[src/rtl/ireg_pkg.sv]
package ireg_pkg;
    localparam int ADDR_W = 10;
    localparam int DATA_W = 32;
    localparam int NCLS   = 7;
    localparam int WE_BIT = 15;
    localparam int HOLD_W = 16;

    localparam logic [ADDR_W-1:0] CFG_BASE  = 10'h200;
    localparam logic [ADDR_W-1:0] AF_BASE   = 10'h380;
    localparam logic [ADDR_W-1:0] IE_ADDR   = 10'h3A4;
    localparam logic [ADDR_W-1:0] HOLD_ADDR = 10'h3B0;

    typedef enum logic [2:0] {
        CL_CFG_RD = 3'd0,
        CL_CFG_WR = 3'd1,
        CL_AF_RD  = 3'd2,
        CL_AF_WR  = 3'd3,
        CL_IE     = 3'd4,
        CL_HOLD   = 3'd5,
        CL_NONE   = 3'd6
    } acc_cls_e;

    typedef enum logic [1:0] {
        WIN_CTRL = 2'd0,
        WIN_DATA = 2'd1,
        WIN_STAT = 2'd2,
        WIN_RSVD = 2'd3
    } win_e;

    typedef struct packed {
        logic              we;
        logic [ADDR_W-1:0] addr;
    } icmd_t;

    function automatic acc_cls_e classify(icmd_t c, int cfg_num, int af_num);
        int cfg_off;
        int af_off;
        cfg_off = int'(c.addr) - int'(CFG_BASE);
        af_off  = int'(c.addr) - int'(AF_BASE);
        if (cfg_off >= 0 && cfg_off < cfg_num)
            return c.we ? CL_CFG_WR : CL_CFG_RD;
        else if (af_off >= 0 && af_off < af_num)
            return c.we ? CL_AF_WR : CL_AF_RD;
        else if (c.addr == IE_ADDR)
            return CL_IE;
        else if (c.addr == HOLD_ADDR)
            return CL_HOLD;
        else
            return CL_NONE;
    endfunction
endpackage

[src/rtl/ireg_seq.sv]
module ireg_seq
    import ireg_pkg::*;
#(
    parameter int LATENCY = 4
) (
    input  logic  clk,
    input  logic  rst,
    input  logic  start_req,
    input  icmd_t cmd_in,
    output logic  busy,
    output logic  done,
    output icmd_t cmd_q,
    output logic  rejected
);
    localparam int CW = $clog2(LATENCY + 1);

    logic [CW-1:0] cnt;

    assign done = busy && (cnt == CW'(LATENCY - 1));

    always_ff @(posedge clk) begin
        if (rst) begin
            busy     <= 1'b0;
            cnt      <= '0;
            cmd_q    <= '0;
            rejected <= 1'b0;
        end else begin
            rejected <= start_req && busy;
            if (!busy) begin
                if (start_req) begin
                    busy  <= 1'b1;
                    cnt   <= '0;
                    cmd_q <= cmd_in;
                end
            end else if (done) begin
                busy <= 1'b0;
                cnt  <= '0;
            end else begin
                cnt <= cnt + 1'b1;
            end
        end
    end

    p_cnt_bound_r4: assert property (@(posedge clk) disable iff (rst)
        busy |-> (int'(cnt) < LATENCY));
    p_end_after_done_r4: assert property (@(posedge clk) disable iff (rst)
        done |=> !busy);
    p_ignore_busy_r5: assert property (@(posedge clk) disable iff (rst)
        (start_req && busy) |=> $stable(cmd_q));
endmodule

[src/rtl/ireg_bank.sv]
module ireg_bank
    import ireg_pkg::*;
#(
    parameter int CFG_NUM = 8,
    parameter int AF_NUM  = 4
) (
    input  logic              clk,
    input  logic              rst,
    input  logic              done,
    input  logic              we,
    input  acc_cls_e          cls,
    input  logic [ADDR_W-1:0] addr,
    input  logic [DATA_W-1:0] wdata,
    output logic [DATA_W-1:0] rd_val,
    output logic [NCLS-1:0]   ie_q
);
    localparam int CI_W = (CFG_NUM > 1) ? $clog2(CFG_NUM) : 1;
    localparam int AI_W = (AF_NUM > 1) ? $clog2(AF_NUM) : 1;

    logic [DATA_W-1:0] cfg_mem [CFG_NUM];
    logic [DATA_W-1:0] af_mem  [AF_NUM];
    logic [HOLD_W-1:0] hold_q;
    logic [CI_W-1:0]   cfg_idx;
    logic [AI_W-1:0]   af_idx;

    assign cfg_idx = CI_W'(addr - CFG_BASE);
    assign af_idx  = AI_W'(addr - AF_BASE);

    for (genvar g = 0; g < CFG_NUM; g++) begin : g_cfg
        always_ff @(posedge clk) begin
            if (rst)
                cfg_mem[g] <= '0;
            else if (done && cls == CL_CFG_WR && cfg_idx == CI_W'(g))
                cfg_mem[g] <= wdata;
        end
    end

    for (genvar g = 0; g < AF_NUM; g++) begin : g_af
        always_ff @(posedge clk) begin
            if (rst)
                af_mem[g] <= '0;
            else if (done && cls == CL_AF_WR && af_idx == AI_W'(g))
                af_mem[g] <= wdata;
        end
    end

    always_ff @(posedge clk) begin
        if (rst) begin
            ie_q   <= '0;
            hold_q <= '0;
        end else if (done && we) begin
            if (cls == CL_IE)   ie_q   <= wdata[NCLS-1:0];
            if (cls == CL_HOLD) hold_q <= wdata[HOLD_W-1:0];
        end
    end

    always_comb begin
        case (cls)
            CL_CFG_RD: rd_val = cfg_mem[cfg_idx];
            CL_AF_RD:  rd_val = af_mem[af_idx];
            CL_IE:     rd_val = {{(DATA_W-NCLS){1'b0}}, ie_q};
            CL_HOLD:   rd_val = {{(DATA_W-HOLD_W){1'b0}}, hold_q};
            default:   rd_val = '0;
        endcase
    end

    p_ie_keep_r6: assert property (@(posedge clk) disable iff (rst)
        !(done && we && cls == CL_IE) |=> $stable(ie_q));
    p_hold_keep_r7: assert property (@(posedge clk) disable iff (rst)
        !(done && we && cls == CL_HOLD) |=> $stable(hold_q));
endmodule

[src/rtl/ireg_irq.sv]
module ireg_irq
    import ireg_pkg::*;
(
    input  logic            clk,
    input  logic            rst,
    input  logic            set_vld,
    input  acc_cls_e        set_cls,
    input  logic [NCLS-1:0] clr_mask,
    input  logic [NCLS-1:0] en,
    output logic [NCLS-1:0] stat_q,
    output logic            irq
);
    logic [NCLS-1:0] set_vec;

    assign set_vec = set_vld ? (NCLS'(1) << set_cls) : '0;
    assign irq     = |(stat_q & en);

    always_ff @(posedge clk) begin
        if (rst)
            stat_q <= '0;
        else
            stat_q <= (stat_q & ~clr_mask) | set_vec;
    end

    p_sticky_r10: assert property (@(posedge clk) disable iff (rst)
        (clr_mask == '0) |=> ((stat_q & $past(stat_q)) == $past(stat_q)));
    p_set_on_done_r9: assert property (@(posedge clk) disable iff (rst)
        set_vld |=> ((stat_q & $past(set_vec)) == $past(set_vec)));
endmodule

[src/rtl/ireg_bridge.sv]
module ireg_bridge
    import ireg_pkg::*;
#(
    parameter int LATENCY = 4,
    parameter int CFG_NUM = 8,
    parameter int AF_NUM  = 4
) (
    input  logic        clk,
    input  logic        rst,
    input  logic [1:0]  host_sel,
    input  logic        host_we,
    input  logic [31:0] host_wdata,
    output logic [31:0] host_rdata,
    output logic        busy,
    output logic        irq,
    output logic        cmd_err
);
    logic              ctrl_wr;
    icmd_t             cmd_in;
    icmd_t             cmd_q;
    logic              done;
    acc_cls_e          cls;
    logic [DATA_W-1:0] rd_val;
    logic [DATA_W-1:0] data_q;
    logic [NCLS-1:0]   ie_q;
    logic [NCLS-1:0]   stat_q;
    logic [NCLS-1:0]   clr_mask;
    win_e              win;

    assign win     = win_e'(host_sel);
    assign ctrl_wr = host_we && (win == WIN_CTRL);
    assign cmd_in  = '{we: host_wdata[WE_BIT], addr: host_wdata[ADDR_W-1:0]};
    assign cls     = classify(cmd_q, CFG_NUM, AF_NUM);
    assign clr_mask = (host_we && win == WIN_STAT) ? host_wdata[NCLS-1:0] : '0;

    ireg_seq #(.LATENCY(LATENCY)) u_seq (
        .clk       (clk),
        .rst       (rst),
        .start_req (ctrl_wr),
        .cmd_in    (cmd_in),
        .busy      (busy),
        .done      (done),
        .cmd_q     (cmd_q),
        .rejected  (cmd_err)
    );

    ireg_bank #(.CFG_NUM(CFG_NUM), .AF_NUM(AF_NUM)) u_bank (
        .clk    (clk),
        .rst    (rst),
        .done   (done),
        .we     (cmd_q.we),
        .cls    (cls),
        .addr   (cmd_q.addr),
        .wdata  (data_q),
        .rd_val (rd_val),
        .ie_q   (ie_q)
    );

    ireg_irq u_irq (
        .clk      (clk),
        .rst      (rst),
        .set_vld  (done),
        .set_cls  (cls),
        .clr_mask (clr_mask),
        .en       (ie_q),
        .stat_q   (stat_q),
        .irq      (irq)
    );

    always_ff @(posedge clk) begin
        if (rst)
            data_q <= '0;
        else if (done && !cmd_q.we)
            data_q <= rd_val;
        else if (host_we && win == WIN_DATA)
            data_q <= host_wdata;
    end

    always_comb begin
        case (win)
            WIN_CTRL: host_rdata = {{(DATA_W-WE_BIT-1){1'b0}}, cmd_q.we,
                                    {(WE_BIT-ADDR_W){1'b0}}, cmd_q.addr};
            WIN_DATA: host_rdata = data_q;
            WIN_STAT: host_rdata = {{(DATA_W-NCLS-2){1'b0}}, busy, 1'b0, stat_q};
            default:  host_rdata = '0;
        endcase
    end

    p_err_cause_r5: assert property (@(posedge clk) disable iff (rst)
        cmd_err |-> ($past(ctrl_wr) && $past(busy)));
    p_irq_masked_r11: assert property (@(posedge clk) disable iff (rst)
        (ie_q == '0) |-> !irq);
    p_read_lands_r2: assert property (@(posedge clk) disable iff (rst)
        (done && !cmd_q.we) |=> (data_q == $past(rd_val)));
endmodule

[config.mk]
export PLATFORM = sky130hd
export DESIGN_NAME = ireg_bridge
export DESIGN_NICKNAME = d
export VERILOG_FILES = /design/src/rtl/ireg_pkg.sv /design/src/rtl/ireg_seq.sv /design/src/rtl/ireg_bank.sv /design/src/rtl/ireg_irq.sv /design/src/rtl/ireg_bridge.sv
export SDC_FILE = /design/constraint.sdc
export NUM_CORES = 1
export LEC_CHECK = 0
export ABC_AREA = 0
export BUFFER_PORTS_ARGS = -buffer_cell sky130_fd_sc_hd__buf_2
export CORE_MARGIN = 5
export CORE_UTILIZATION = 25
export CTS_BUF_LIST = sky130_fd_sc_hd__clkbuf_16
export DETAILED_ROUTE_END_ITERATION = 10
export HOLD_SLACK_MARGIN = 0.05
export PLACE_DENSITY_LB_ADDON = 0.05
export SYNTH_ARGS = -nofsm -noshare
export SYNTH_HDL_FRONTEND = slang
export SYNTH_HIERARCHICAL = 1
export SYNTH_SLANG_ARGS = --single-unit
[constraint.sdc]
create_clock -name clk -period 4.25 [get_ports clk]
set_input_delay 0.85 -clock clk [delete_from_list [all_inputs] [get_ports clk]]
set_output_delay 0.85 -clock clk [all_outputs]
set_load 0.01 [all_outputs]
Word-level counts from Yosys, hierarchy flattened
Memories as Yosys holds them, arrays and structs flattened.
Cells that the tools add are included.
{"block": "totals", "wordCells": 160, "n_memories": 2, "out_inout_bits": 35, "ramBits": 384, "inputBits": 37, "ff_bits": 78}
{"block": "classes", "n_bitwise": 17, "order_cmp": 4, "add_sub_neg": 5, "muxes": 68, "n_reduce_logical": 34, "n_eq_ne": 20, "shift": 1}
{"name": "u_bank.cfg_mem", "words": 8, "word_bits": 32, "rd": 1, "rd_clocked_by_memory_dff": 0, "wr": 8, "line_no": "ireg_bank.sv:20", "text": "logic [DATA_W-1:0] cfg_mem [CFG_NUM];"}
{"name": "u_bank.af_mem", "words": 4, "word_bits": 32, "rd": 1, "rd_clocked_by_memory_dff": 0, "wr": 4, "line_no": "ireg_bank.sv:21", "text": "logic [DATA_W-1:0] af_mem [AF_NUM];"}
{"cell": "$mux W32", "n": 14}
{"cell": "$pmux W32 S4", "n": 1}
{"cell": "$pmux W32 S3", "n": 1}
{"cell": "$mux W1", "n": 43}
{"cell": "$logic_and A1 B1 Y1", "n": 23}
{"cell": "$ge A11 B1 Y1 const B", "n": 2}
{"cell": "$sub A10 B10 Y11 const B", "n": 2}
{"cell": "$eq A10 B10 Y1 const B", "n": 2}
{"cell": "$eq A3 B3 Y1 const B", "n": 6}
{"cell": "$eq A3 B2 Y1 const B", "n": 5}
{"cell": "$mux W3", "n": 5}
{"cell": "$and A7 B7 Y7", "n": 2}
{"cell": "$mux W7", "n": 2}
{"cell": "$or A1 B1 Y1", "n": 12}
{"cell": "$lt A11 B4 Y1 const B", "n": 1}
{"cell": "$lt A11 B5 Y1 const B", "n": 1}
{"cell": "$not A7 Y7", "n": 1}
{"cell": "$or A7 B7 Y7", "n": 1}
{"cell": "$reduce_or A7 Y1", "n": 1}
{"cell": "$shl A1 B3 Y7 const A", "n": 1}
{"cell": "$eq A2 B2 Y1 const B", "n": 3}
{"cell": "$eq A3 B1 Y1 const B", "n": 2}
{"cell": "$logic_not A3 Y1", "n": 2}
{"cell": "$reduce_and A2 Y1", "n": 3}
{"cell": "9 further kinds", "n": 13}

Depth between registers and ports, before layout
{"block": "logic_depth", "depth_word": 12, "depth_mapped": 14}

Modules after synthesis
Netlist, hierarchy kept.
{"module": "ireg_bank", "seq_area_each_um2": 11991.5, "area_per_inst_um2": 18502.7, "cells_per_inst": 1224, "instances": 1}
{"module": "ireg_bridge", "seq_area_each_um2": 640.6, "area_per_inst_um2": 1966.9, "cells_per_inst": 230, "instances": 1}
{"module": "ireg_seq", "seq_area_each_um2": 320.3, "area_per_inst_um2": 585.6, "cells_per_inst": 68, "instances": 1}
{"module": "ireg_irq", "seq_area_each_um2": 140.1, "area_per_inst_um2": 319.1, "cells_per_inst": 32, "instances": 1}

Worst setup path before layout
OpenSTA, ideal clock, no wires.
{"block": "synth_timing", "path_kind": "register -> register", "start": "reg u_seq/cmd_q[2] (netlist name)", "end": "mem u_bank.cfg_mem[0][0] (enable)", "setup_ns": 0.428, "t_required_ns": 3.822, "path_slack_ns": -0.164, "stages_incl_launch_ff": 8, "n_path_buf": 1, "synth_period_minus_slack_ns": 4.414, "t_arrival_ns": 3.986, "cell_sequence": "dfxtp_1 -> o21ai_2 -> a31oi_2 -> mux2_4 -> buf_2 -> nand2b_1 -> or4_1 -> o21bai_1"}
{"element": "to (decl)", "line_no": "ireg_bank.sv:20"}

Worst setup path in the final report
{"block": "layout_timing", "start": "reg u_seq/cmd_q[0] (netlist name)", "end": "out host_rdata[0]"}
{"block": "layout_via", "elab_chain_len": 1}
{"element": "$pmux W32 S3", "line_no": "ireg_bridge.sv:80", "text": "case (win)"}
{"element": "to (decl)", "line_no": "ireg_bridge.sv:13", "text": "output logic [31:0] host_rdata,"}
Every way passes these cells.

==> reports/summary.txt <==
Finished Layout Cells - 2,799
Grt ovf - 0
CTS tree - yes
Flop pwr share - 0.492
Post-Syn Area per Cell - 13.75 um2
Initial Util - 0.2514
Dpl hpwl - 42.10 mm
Cts bufs inserted - 58
Clock power frac - 0.461
Critical Path AT - 2.87 ns
Cell variety after synth - 57
Clock sink count - 462
Vias in the first global route - 13.60k
#FFs+latches synth - 462
Via count - 12.93k
Slew Limit Headroom - 0.4045
Fin util - 0.2959
Die X - 302.4 um
Fmax - 268.6 MHz
Num rows - 107
Sw power - 2.441 mW
Post-synth EDFFs - 384
Hold-fix buffers, CTS - 0
Max Slew Vio Count - 0
DRT Pass-1 Iters - 5
Placer congestion estimate - 0.7267
Asr flop ratio synth - 0
P_int - 8.008 mW
Period utilisation layout - 0.8760
Drt initial violations - 721
Worst-margin pin slew - 0.8920 ns
Syn_nets - 1,595
Hold Crit Class - reg2reg
Startpoint Class - flip-flop
Leak Pwr - 8.906 nW
Status - completed
Share of layout cells above drive strength 1 - 0.2142
Largest net degree at the start of global routing - 101
# DRC - 0
CP endpoint kind - primary output
Per-cell routed wire length - 26.83 um
Nets@finish - 1,647
Worst EP required - 3.40 ns
Design area - 0.02515 mm2
CTS Buffer Depth - 3
Post-layout min period - 3.723 ns
Endpoints failing hold - 0
Die height - 302.4 um
Detail Route Antenna Nets - 0
Kind of critical path - reg2out
Worst-Skew Late Latency - 0.62 ns
Synthesis-to-finish area growth - 17.68%
Buffers added on ports - 71
DIE AREA - 0.09145 mm2
Worst-path clk slew - 0.06 ns
Post-CTS setup buffers - 0
Avg Vias per Cell - 4.621
IR drop worst, VDD - 0.2939 mV
Root buf cell - clkbuf_16
Io pins - 72
Fill count - 8,498
Clk_skew - 0.01398 ns
Post-CTS sizing - 0
Total negative slack - 0 ns
Cells after Synth - 1,554
Overall routed net length - 75.10 mm
H-Tree Depth - 2
Total placed instance area - 0.02333 mm2
Comb pwr share - 0.047
Seq/Total Area, Yosys - 0.6125
Pwr dens - 415.4 mW/mm2
First-pass GRT wire length - 106.9 mm
R2R Setup Slk - 0.77 ns
All-Layer GR Usage - 0.1633
Final setup fails - 0
Max Cap Viol - 0
Net Sw Frac - 0.2336
Hold WS - 0.4651 ns
CP max FO - 72
RSZ-0062 raised after global routing - false
Placed instance count - 2,690
Synth warn - 6
Core Area - 0.08501 mm2
Mapped Area - 0.02137 mm2
Initial antenna violation count - 4
Ys flop type - edfxtp_1
[worst max-delay path: stages, from the launching register on]
cell and delay (ns):
dfxtp_4 0.43, buf_12 0.51, buf_4 0.66, mux2i_1 0.27, o21ai_0 0.21, buf_2 0.16
[cell families after synthesis]
logic type | Yosys count | synth area share
and+or+nand+nor | 619 | 0.1746
xor gates and xnor gates | 1 | 0.0004098
DFF | 462 | 0.6125
buffers and inverters | 147 | 0.03026
muxes | 147 | 0.1257
AOI/OAI and AO/OA | 174 | 0.05415
adders and majority gates | 4 | 0.002342
[state kept, by name (all words and copies together) (netlist names)]
| signal | count |
|---|---|
| u_bank/hold_q | 16 |
| u_irq/stat_q | 7 |
| u_seq/busy | 1 |
| u_seq/rejected | 1 |
| u_bank/cfg_mem | 256 |
| u_bank/af_mem | 128 |
| u_seq/cnt | 3 |
| u_seq/cmd_q | 11 |
| u_bank/ie_q | 7 |
| data_q | 32 |
[cell type report]
class                   instances  area, um2  area share
diodes                          2      5.005   0.0001990
clock buffers                  59       1476     0.05870
clock inverters                48      345.3     0.01373
inverters                       6      22.52   0.0008953
multi-input cells             945       7787      0.3096
flip-flops and latches        462      13100      0.5208
well taps                    1144       1431     0.05690
repair buffers                133      985.9     0.03920
[synth_stat cells, types with 3 or more instances]
| cell | n | area [um2] |
|---|---|---|
| and2_1 | 412 | 2577 |
| edfxtp_1 | 384 | 11530 |
| mux4_2 | 96 | 2162 |
| clkbuf_1 | 86 | 322.8 |
| nand2_1 | 82 | 307.8 |
| dfxtp_1 | 78 | 1562 |
| mux2i_1 | 43 | 430.4 |
| nor2_1 | 42 | 157.7 |
| a22oi_1 | 41 | 307.8 |
| a21oi_1 | 40 | 200.2 |
| buf_2 | 34 | 170.2 |
| a211oi_1 | 32 | 240.2 |
| o21ai_0 | 31 | 155.2 |
| nand3_1 | 26 | 130.1 |
| clkbuf_2 | 12 | 60.06 |
| nand2b_1 | 12 | 75.07 |
| a32oi_1 | 10 | 87.58 |
| o21bai_1 | 8 | 60.06 |
| mux2_2 | 7 | 78.83 |
| inv_1 | 6 | 22.52 |
| a21o_1 | 4 | 30.03 |
| buf_4 | 4 | 30.03 |
| ha_1 | 4 | 50.05 |
| nand4bb_1 | 4 | 45.04 |
| nor3_2 | 4 | 40.04 |
| nor3_4 | 4 | 65.06 |
| nor4_4 | 4 | 85.08 |
| and3_1 | 3 | 18.77 |
| buf_6 | 3 | 33.78 |
| nand4b_1 | 3 | 26.28 |
| nor2b_1 | 3 | 18.77 |
| nor3b_1 | 3 | 22.52 |
[cells in the final DEF, fill, tap and decap left out, types with 10 or more instances in the layout]
| cell | netlist | routed |
|---|---|---|
| and2_1 | 412 | 412 |
| edfxtp_1 | 384 | 384 |
| mux4_2 | 96 | 96 |
| nand2_1 | 82 | 82 |
| dfxtp_1 | 78 | 76 |
| buf_2 | 34 | 70 |
| clkbuf_16 | 0 | 59 |
| buf_4 | 4 | 50 |
| mux2i_1 | 43 | 43 |
| nor2_1 | 42 | 42 |
| a22oi_1 | 41 | 41 |
| a21oi_1 | 40 | 40 |
| a211oi_1 | 32 | 32 |
| o21ai_0 | 31 | 31 |
| nand3_1 | 26 | 26 |
| inv_1 | 6 | 21 |
| clkinv_1 | 0 | 16 |
| buf_12 | 0 | 13 |
| nand2b_1 | 12 | 12 |
| clkinv_2 | 0 | 10 |
| a32oi_1 | 10 | 10 |
[per-layer routing]
layer / GRT usage / vias up / part of all wire
li1: - / 5802 / -
met5: 0 / - / 0
met2: 0.2629 / 252 / 0.46
met4: 0.03956 / 0 / 0.021
met3: 0.02096 / 92 / 0.034
met1: 0.2355 / 6788 / 0.48
[metrics by stage]
step           setup WS [ns]  power, mW
2_1_floorplan        -0.1639      5.464
3_3_place_gp          0.7812      5.750
3_5_place_dp          0.7713      5.749
4_1_cts               0.3090      10.64
5_1_grt               0.2047      10.84
6_report              0.5272      10.45
[final timing paths]
path,from,to,cells after the start
min reg2reg,u_seq/cnt[2]$_SDFFE_PP0P_,u_seq/cnt[2]$_SDFFE_PP0P_,2
max reg2reg,u_seq/cmd_q[3]$_SDFFE_PP0P_,u_bank/cfg_mem[0][22]$_SDFFCE_PN0P_,9
min,u_seq/cnt[2]$_SDFFE_PP0P_,u_seq/cnt[2]$_SDFFE_PP0P_,2
max,u_seq/cmd_q[0]$_SDFFE_PP0P_,host_rdata[0],5
[power by group through the flow]
stage	Combinational [mW]	Clock (mW)	Sequential, mW
after floorplan	0.296	0	5.17
after global placement	0.507	0	5.24
after detailed placement	0.507	0	5.24
after CTS	0.508	4.99	5.15
after global routing	0.527	5.15	5.16
final	0.491	4.82	5.14
No activity file was read; power rests on OpenSTA's default activity.
